==> config.mk <==
export PLATFORM = sky130hd
export DESIGN_NAME = timebase_watchdog
export DESIGN_NICKNAME = d
export VERILOG_FILES = /design/src/rtl/tbwd_pkg.sv /design/src/rtl/tbwd_prescaler.sv /design/src/rtl/tbwd_irq.sv /design/src/rtl/tbwd_watchdog.sv /design/src/rtl/timebase_watchdog.sv
export SDC_FILE = /design/constraint.sdc
export NUM_CORES = 1
export LEC_CHECK = 0
export CORE_MARGIN = 2
export CORE_UTILIZATION = 45
export CTS_CLUSTER_DIAMETER = 30
export DETAILED_ROUTE_END_ITERATION = 10
export DONT_BUFFER_PORTS = 1
export GPL_TIMING_DRIVEN = 1
export PLACE_DENSITY = 0.64
export SYNTH_ARGS = -nofsm -noshare
export SYNTH_HDL_FRONTEND = slang
export SYNTH_SLANG_ARGS = --single-unit
==> constraint.sdc <==
create_clock -name clk -period 1.86 [get_ports clk]
set_clock_uncertainty 0.15 [all_clocks]
set_input_delay 0.372 -clock clk [delete_from_list [all_inputs] [get_ports clk]]
set_output_delay 0.372 -clock clk [all_outputs]
set_load 0.05 [all_outputs]
==> src/rtl/tbwd_pkg.sv <==
package tbwd_pkg;

    localparam int unsigned N_TAPS   = 4;
    localparam int unsigned SEL_W    = $clog2(N_TAPS);
    localparam int unsigned WD_CNT_W = 2;
    localparam logic [WD_CNT_W-1:0] WD_LAST = '1;

    typedef enum logic {
        SRC_MAIN = 1'b0,
        SRC_SUB  = 1'b1
    } wd_src_e;

    typedef struct packed {
        wd_src_e            src;
        logic [SEL_W-1:0]   sel;
    } wd_cfg_t;

    typedef struct packed {
        logic                running;
        logic                fired;
        logic [WD_CNT_W-1:0] cnt;
        wd_cfg_t             cfg;
    } wd_state_t;

    function automatic logic pick_tap(input logic [N_TAPS-1:0] taps,
                                      input logic [SEL_W-1:0]  sel);
        return taps[sel];
    endfunction

endpackage

==> src/rtl/tbwd_prescaler.sv <==
module tbwd_prescaler
    import tbwd_pkg::*;
#(
    parameter int unsigned TAP0 = 12,
    parameter int unsigned TAP1 = 14,
    parameter int unsigned TAP2 = 16,
    parameter int unsigned TAP3 = 19
) (
    input  logic              clk,
    input  logic              rst,
    input  logic              adv,
    input  logic              clr,
    output logic [N_TAPS-1:0] tap_evt
);
    localparam int unsigned TAP_LOG [N_TAPS] = '{TAP0, TAP1, TAP2, TAP3};
    localparam int unsigned CNT_W = TAP3;

    logic [CNT_W-1:0] cnt;

    always_ff @(posedge clk) begin
        if (rst)      cnt <= '0;
        else if (clr) cnt <= '0;
        else if (adv) cnt <= cnt + 1'b1;
    end

    // Each tap edge is the cycle in which counter bit K-1 is about to rise.
    for (genvar g = 0; g < N_TAPS; g++) begin : g_tap
        localparam int unsigned K = TAP_LOG[g];
        localparam logic [K-1:0] PRE_EDGE = K'((64'd1 << (K - 1)) - 64'd1);
        assign tap_evt[g] = adv && !clr && (cnt[K-1:0] == PRE_EDGE);
    end

    // a clear leaves the counter at zero
    p_clr_zero_r12: assert property (@(posedge clk) disable iff (rst)
        clr |=> (cnt == '0));
    // taps of different lengths never fire together
    p_tap_exclusive_r2: assert property (@(posedge clk) disable iff (rst)
        $onehot0(tap_evt));
    // without an advance the counter holds
    p_hold_r9: assert property (@(posedge clk) disable iff (rst)
        (!adv && !clr) |=> $stable(cnt));

endmodule

==> src/rtl/tbwd_irq.sv <==
module tbwd_irq
    import tbwd_pkg::*;
(
    input  logic              clk,
    input  logic              rst,
    input  logic [N_TAPS-1:0] tap_evt,
    input  logic [SEL_W-1:0]  sel,
    input  logic              flag_clr,
    input  logic              irq_en,
    output logic              irq
);
    logic flag;
    logic hit;

    assign hit = pick_tap(tap_evt, sel);

    always_ff @(posedge clk) begin
        if (rst)           flag <= 1'b0;
        else if (hit)      flag <= 1'b1;
        else if (flag_clr) flag <= 1'b0;
    end

    assign irq = flag & irq_en;

    // a tap edge beats a simultaneous clear
    p_set_wins_r5: assert property (@(posedge clk) disable iff (rst)
        (hit && flag_clr) |=> flag);
    // flag holds until cleared
    p_sticky_r3: assert property (@(posedge clk) disable iff (rst)
        (flag && !flag_clr) |=> flag);
    // a clear without an edge empties the flag
    p_clear_r3: assert property (@(posedge clk) disable iff (rst)
        (flag_clr && !hit) |=> !flag);

endmodule

==> src/rtl/tbwd_watchdog.sv <==
module tbwd_watchdog
    import tbwd_pkg::*;
(
    input  logic              clk,
    input  logic              rst,
    input  logic [N_TAPS-1:0] main_evt,
    input  logic [N_TAPS-1:0] sub_evt,
    input  logic              start,
    input  logic              kick,
    input  wd_cfg_t           cfg_in,
    output logic              rst_req
);
    wd_state_t st;
    logic      evt;

    assign evt = (st.cfg.src == SRC_SUB) ? pick_tap(sub_evt,  st.cfg.sel)
                                         : pick_tap(main_evt, st.cfg.sel);

    always_ff @(posedge clk) begin
        if (rst) begin
            st <= '0;
        end else if (!st.running) begin
            if (start) begin
                st.running <= 1'b1;
                st.cnt     <= '0;
                st.cfg     <= cfg_in;
            end
        end else if (!st.fired) begin
            if (kick) begin
                st.cnt <= '0;
            end else if (evt) begin
                if (st.cnt == WD_LAST) st.fired <= 1'b1;
                else                   st.cnt   <= st.cnt + 1'b1;
            end
        end
    end

    assign rst_req = st.fired;

    // configuration is frozen while running
    p_cfg_locked_r6: assert property (@(posedge clk) disable iff (rst)
        st.running |=> $stable(st.cfg));
    // nothing but reset stops the watchdog
    p_no_stop_r7: assert property (@(posedge clk) disable iff (rst)
        st.running |=> st.running);
    // a kick always leaves a zero count
    p_kick_wins_r10: assert property (@(posedge clk) disable iff (rst)
        (st.running && !st.fired && kick) |=> (st.cnt == '0 && !st.fired));
    // the request is sticky
    p_req_sticky_r11: assert property (@(posedge clk) disable iff (rst)
        st.fired |=> st.fired);
    // firing follows the full count
    p_fire_count_r8: assert property (@(posedge clk) disable iff (rst)
        $rose(st.fired) |-> ($past(st.cnt) == WD_LAST));

endmodule

==> src/rtl/timebase_watchdog.sv <==
module timebase_watchdog
    import tbwd_pkg::*;
#(
    parameter int unsigned MAIN_TAP0 = 12,
    parameter int unsigned MAIN_TAP1 = 14,
    parameter int unsigned MAIN_TAP2 = 16,
    parameter int unsigned MAIN_TAP3 = 19,
    parameter int unsigned SUB_TAP0  = 12,
    parameter int unsigned SUB_TAP1  = 15,
    parameter int unsigned SUB_TAP2  = 16,
    parameter int unsigned SUB_TAP3  = 17
) (
    input  logic       clk,
    input  logic       rst,
    input  logic       sub_tick,
    input  logic [1:0] ivl_sel,
    input  logic       irq_en,
    input  logic       flag_clr,
    input  logic       tb_clr,
    input  logic       wd_start,
    input  logic       wd_kick,
    input  logic [1:0] wd_sel,
    input  logic       wd_src_sub,
    output logic       irq,
    output logic       rst_req
);
    logic [N_TAPS-1:0] main_evt;
    logic [N_TAPS-1:0] sub_evt;
    wd_cfg_t           wd_cfg_req;

    assign wd_cfg_req.src = wd_src_e'(wd_src_sub);
    assign wd_cfg_req.sel = wd_sel;

    tbwd_prescaler #(
        .TAP0(MAIN_TAP0), .TAP1(MAIN_TAP1), .TAP2(MAIN_TAP2), .TAP3(MAIN_TAP3)
    ) i_main_cnt (
        .clk     (clk),
        .rst     (rst),
        .adv     (1'b1),
        .clr     (tb_clr),
        .tap_evt (main_evt)
    );

    tbwd_prescaler #(
        .TAP0(SUB_TAP0), .TAP1(SUB_TAP1), .TAP2(SUB_TAP2), .TAP3(SUB_TAP3)
    ) i_sub_cnt (
        .clk     (clk),
        .rst     (rst),
        .adv     (sub_tick),
        .clr     (1'b0),
        .tap_evt (sub_evt)
    );

    tbwd_irq i_irq (
        .clk      (clk),
        .rst      (rst),
        .tap_evt  (main_evt),
        .sel      (ivl_sel),
        .flag_clr (flag_clr),
        .irq_en   (irq_en),
        .irq      (irq)
    );

    tbwd_watchdog i_wdog (
        .clk      (clk),
        .rst      (rst),
        .main_evt (main_evt),
        .sub_evt  (sub_evt),
        .start    (wd_start),
        .kick     (wd_kick),
        .cfg_in   (wd_cfg_req),
        .rst_req  (rst_req)
    );

    // outputs quiet in the cycle after reset
    p_reset_quiet_r1: assert property (@(posedge clk)
        rst |=> (!irq && !rst_req));

endmodule

==> run_results.csv, run 1 <==
group,metric,value,unit
outcome,status,"finished, violations left",
outcome,failed_checks,"setup timing",
cts,root_buffer,"clkbuf_8",
finish,regArea,891,um2
yosys,yosysUniqueCellTypes,44,
global_routing,grt_use_total,0.178,
floorplanning,die_width,72.8,um
setup_path,crit_slowest_cell,"dfxtp_2",
placed_design,place_congestion,0.808,
placed_design,place_hpwl,3.01,mm
global_routing,antenna_found_initial,0,
setup_path,crit_path_frequent_cell,"and4_1",
power,p_leak,1.06,nW
floorplanning,ios,15,
flow_run,cap_violations,0,
power,power.density,706,nW/um2
yosys,ys.flop_type,"dfxtp_1",
setup_path,cp-end-kind,"register",
power,intPower,0.00153,W
timing,period_share,1.06,
timing,whs,0.0322,ns
timing,rsz0062_at_grt,"true",
timing,finalHoldViolCount,0,
routing,routed_wl,4.23,mm
yosys,ys_ff_latch,44,
finish,area_growth,26.4,%
cts,tritoncts,"built",
timing,drv_slew,0,
routing,viasPerCell,5.14,
finish,antenna_cells,0,
yosys,synth_top_family_by_area,"simple AND/OR/NAND/NOR gates",
routing,drc_errors,0,
placed_design,preCtsSetupSlack,-0.113,ns
finish,multi_input_area,1230,um2
hold_path,worstHoldPathType,"in -> reg",
cts,clk_pin_slew,0.08,ns
finish,fillers,416,
yosys,synth-async-reset-ratio,0,
yosys,synth_area_leaders,"dfxtp_1 (41%), xor2_1 (9.1%), nor2_1 (8.5%)",
timing,maxSlewHeadroom,0.458,
floorplanning,start_util,0.460,
setup_path,crit_family,"simple AND/OR/NAND/NOR gates",
yosys,synth_edf_count,0,
timing,setup_slack,-0.105,ns
setup_path,worst-endpoint-required,1.92,ns
cts,clock-sinks,44,
global_routing,grt_pass1_vias,1655,
global_routing,grt_max_degree,22,
setup_path,crit_arrival,2.03,ns
timing,fin_crit,1.97,ns
routing,ant_nets,0,
power,seqPwrFrac,0.510,
setup_path,cpPeakStageDelay,0.33,ns
timing,tightest_slew,0.810,ns
power,combPwrFrac,0.046,
cts,numCtsBuffers,5,
timing,fmax,509,MHz
floorplanning,dieArea,5300,um2
finish,post_route_cells_drive_above_1_share,0.262,
yosys,synthSimpleGateAreaFrac,0.323,
cts,insertion_delay,0.30,ns
yosys,yosysTopAreaCell,"dfxtp_1",
routing,firstDrtPassIters,4,
setup_path,worstPathMaxFanout,3,
routing,drt-initial-drc-count,93,
yosys,syn_avg_cell_area,8.76,um2
yosys,synthXorXnorAreaFrac,0.128,
cts,cts_htree_levels,2,
global_routing,grt_pass1_wl,7.45,mm
setup_path,crit_chain,"and4_1 -> and2_4 -> and4_1 -> ha_2 -> nand3_2 -> nor2_2 -> a31oi_2 -> and3_4 -> o41ai_2",
yosys,yosysWarnings,0,
floorplanning,core_region_area,4630,um2
power,swShare,0.196,
timing,setup_viol,1,
power,total_power,0.00190,W
routing,wl_per_cell,12.4,um
power,p_switching,0.000373,W
yosys,syn-num-nets,260,
yosys,netlist_instances,243,
cts,cts_buffer_depth,2,
power,power.share.clock,0.445,
yosys,ys_seq_area_frac,0.414,
power,ir_worst_vdd,0.428,mV
setup_path,cp-start-kind,"register",
floorplanning,num_rows,25,
yosys,synth_top_area_frac,0.414,
finish,final_cell_mix,"nor2_1 (47), buf_4 (40), dfxtp_1 (36), xor2_1 (22), nand2_1 (18)",
global_routing,grt.overflow.total,0,
setup_path,critical_path_class,"reg -> reg",
routing,vias,1749,
finish,final_nets,303,
setup_path,crit_buf_inv,0,
placed_design,port_buffers,0,
finish,layout_commonest_cell,"nor2_1",
yosys,synth-compound-area-share,0.0664,
yosys,synth_area,2130,um2
floorplanning,die_h,72.8,um
yosys,synthAdderAreaFrac,0.0235,
yosys,synth_mux_area_frac,0.0188,
-- final cells by class --
type | count | share of cell area
Timing Repair Buffer | 45 | 0.131
Multi-Input combinational cell | 184 | 0.457
Clock inverter | 2 | 0.0223
Tap cell | 54 | 0.0251
Inverter | 6 | 0.00837
Clock buffer | 5 | 0.0256
Sequential cell | 44 | 0.331
-- metrics by stage --
step	util	cells	cell area, um2	setup TNS [ns]
floorplan	-	243	2140	-0.103
global placement	0.536	329	2480	-0.234
detailed placement	0.536	329	2480	-0.318
CTS	0.570	339	2640	-0.260
global route	0.581	340	2690	-0.400
finish	0.581	340	2690	-0.105
-- cells by family after synthesis --
logic type | after synthesis
muxes | 4
xor gates and xnor gates | 31
buffers and inverters | 15
DFF | 44
adders and majority gates | 4
AOI/OAI and AO/OA | 19
and+or+nand+nor | 126
-- synthesized netlist by cell type, drive strengths merged, types with 3 or more instances --
master / number
and4: 3
nand2: 18
nand3: 14
o22ai: 3
nor4b: 3
and2: 4
nor2: 48
mux2i: 4
inv: 6
nand4: 11
xor2: 22
and3: 5
dfxtp: 44
nor3: 9
clkbuf: 7
ha: 4
xnor2: 9
o21ai: 3
-- power by group through the flow --
stage | clock network [W] | logic (W) | registers [W]
floorplan | 0 | 0.0000584 | 0.000986
CTS | 0.000875 | 0.0000853 | 0.000968
detailed placement | 0 | 0.0000721 | 0.000990
finish | 0.000845 | 0.0000866 | 0.000968
global placement | 0 | 0.0000714 | 0.000989
global route | 0.000916 | 0.0000969 | 0.000970
-- registers in the layout, summed over array words and instances, names as in the netlist --
register / count
i_wdog.rst_req: 1
i_sub_cnt.cnt: 17
i_wdog.st: 6
i_main_cnt.cnt: 19
i_irq.flag: 1
-- worst paths after layout --
path                    start      endpoint  cells after the start  slack, ns
max          i_sub_cnt.cnt[8]  i_wdog.st[4]                      9      -0.11
min                  wd_start  i_wdog.st[6]                      2       0.03
max reg2reg  i_sub_cnt.cnt[8]  i_wdog.st[4]                      9      -0.11
min reg2reg        i_irq.flag    i_irq.flag                      1       0.32
-- routing by layer --
layer	vias to the layer above	share of wire	wire length [um]	track usage
met5	-	0	0	0
met4	0	0.013	55	0.0617
met3	5	0.034	142	0.0428
met2	18	0.47	1980	0.280
met1	802	0.48	2050	0.238
li1	924	-	-	-
-- timing repair --
item / in CTS / in global routing
hold buffers: 3 / 1
hold endpoints to repair: 22 / 1
gates resized for setup: 1 / 8
endpoints found under the setup margin: 3 / 4
pin swaps: 0 / 9
cloned: 0 / 0
setup buffers: 0 / 0
No activity file was read; power rests on OpenSTA's default activity.
==> run 2: changes to the inputs <==
--- a/config.mk
+++ b/config.mk
@@ -12,6 +12,7 @@
 export DONT_BUFFER_PORTS = 1
 export GPL_TIMING_DRIVEN = 1
 export PLACE_DENSITY = 0.64
+export SLEW_MARGIN = 20
 export SYNTH_ARGS = -nofsm -noshare
 export SYNTH_HDL_FRONTEND = slang
 export SYNTH_SLANG_ARGS = --single-unit
==> results of run 2 <==
Final layout, timing and power as in run 1 (identical DEF).
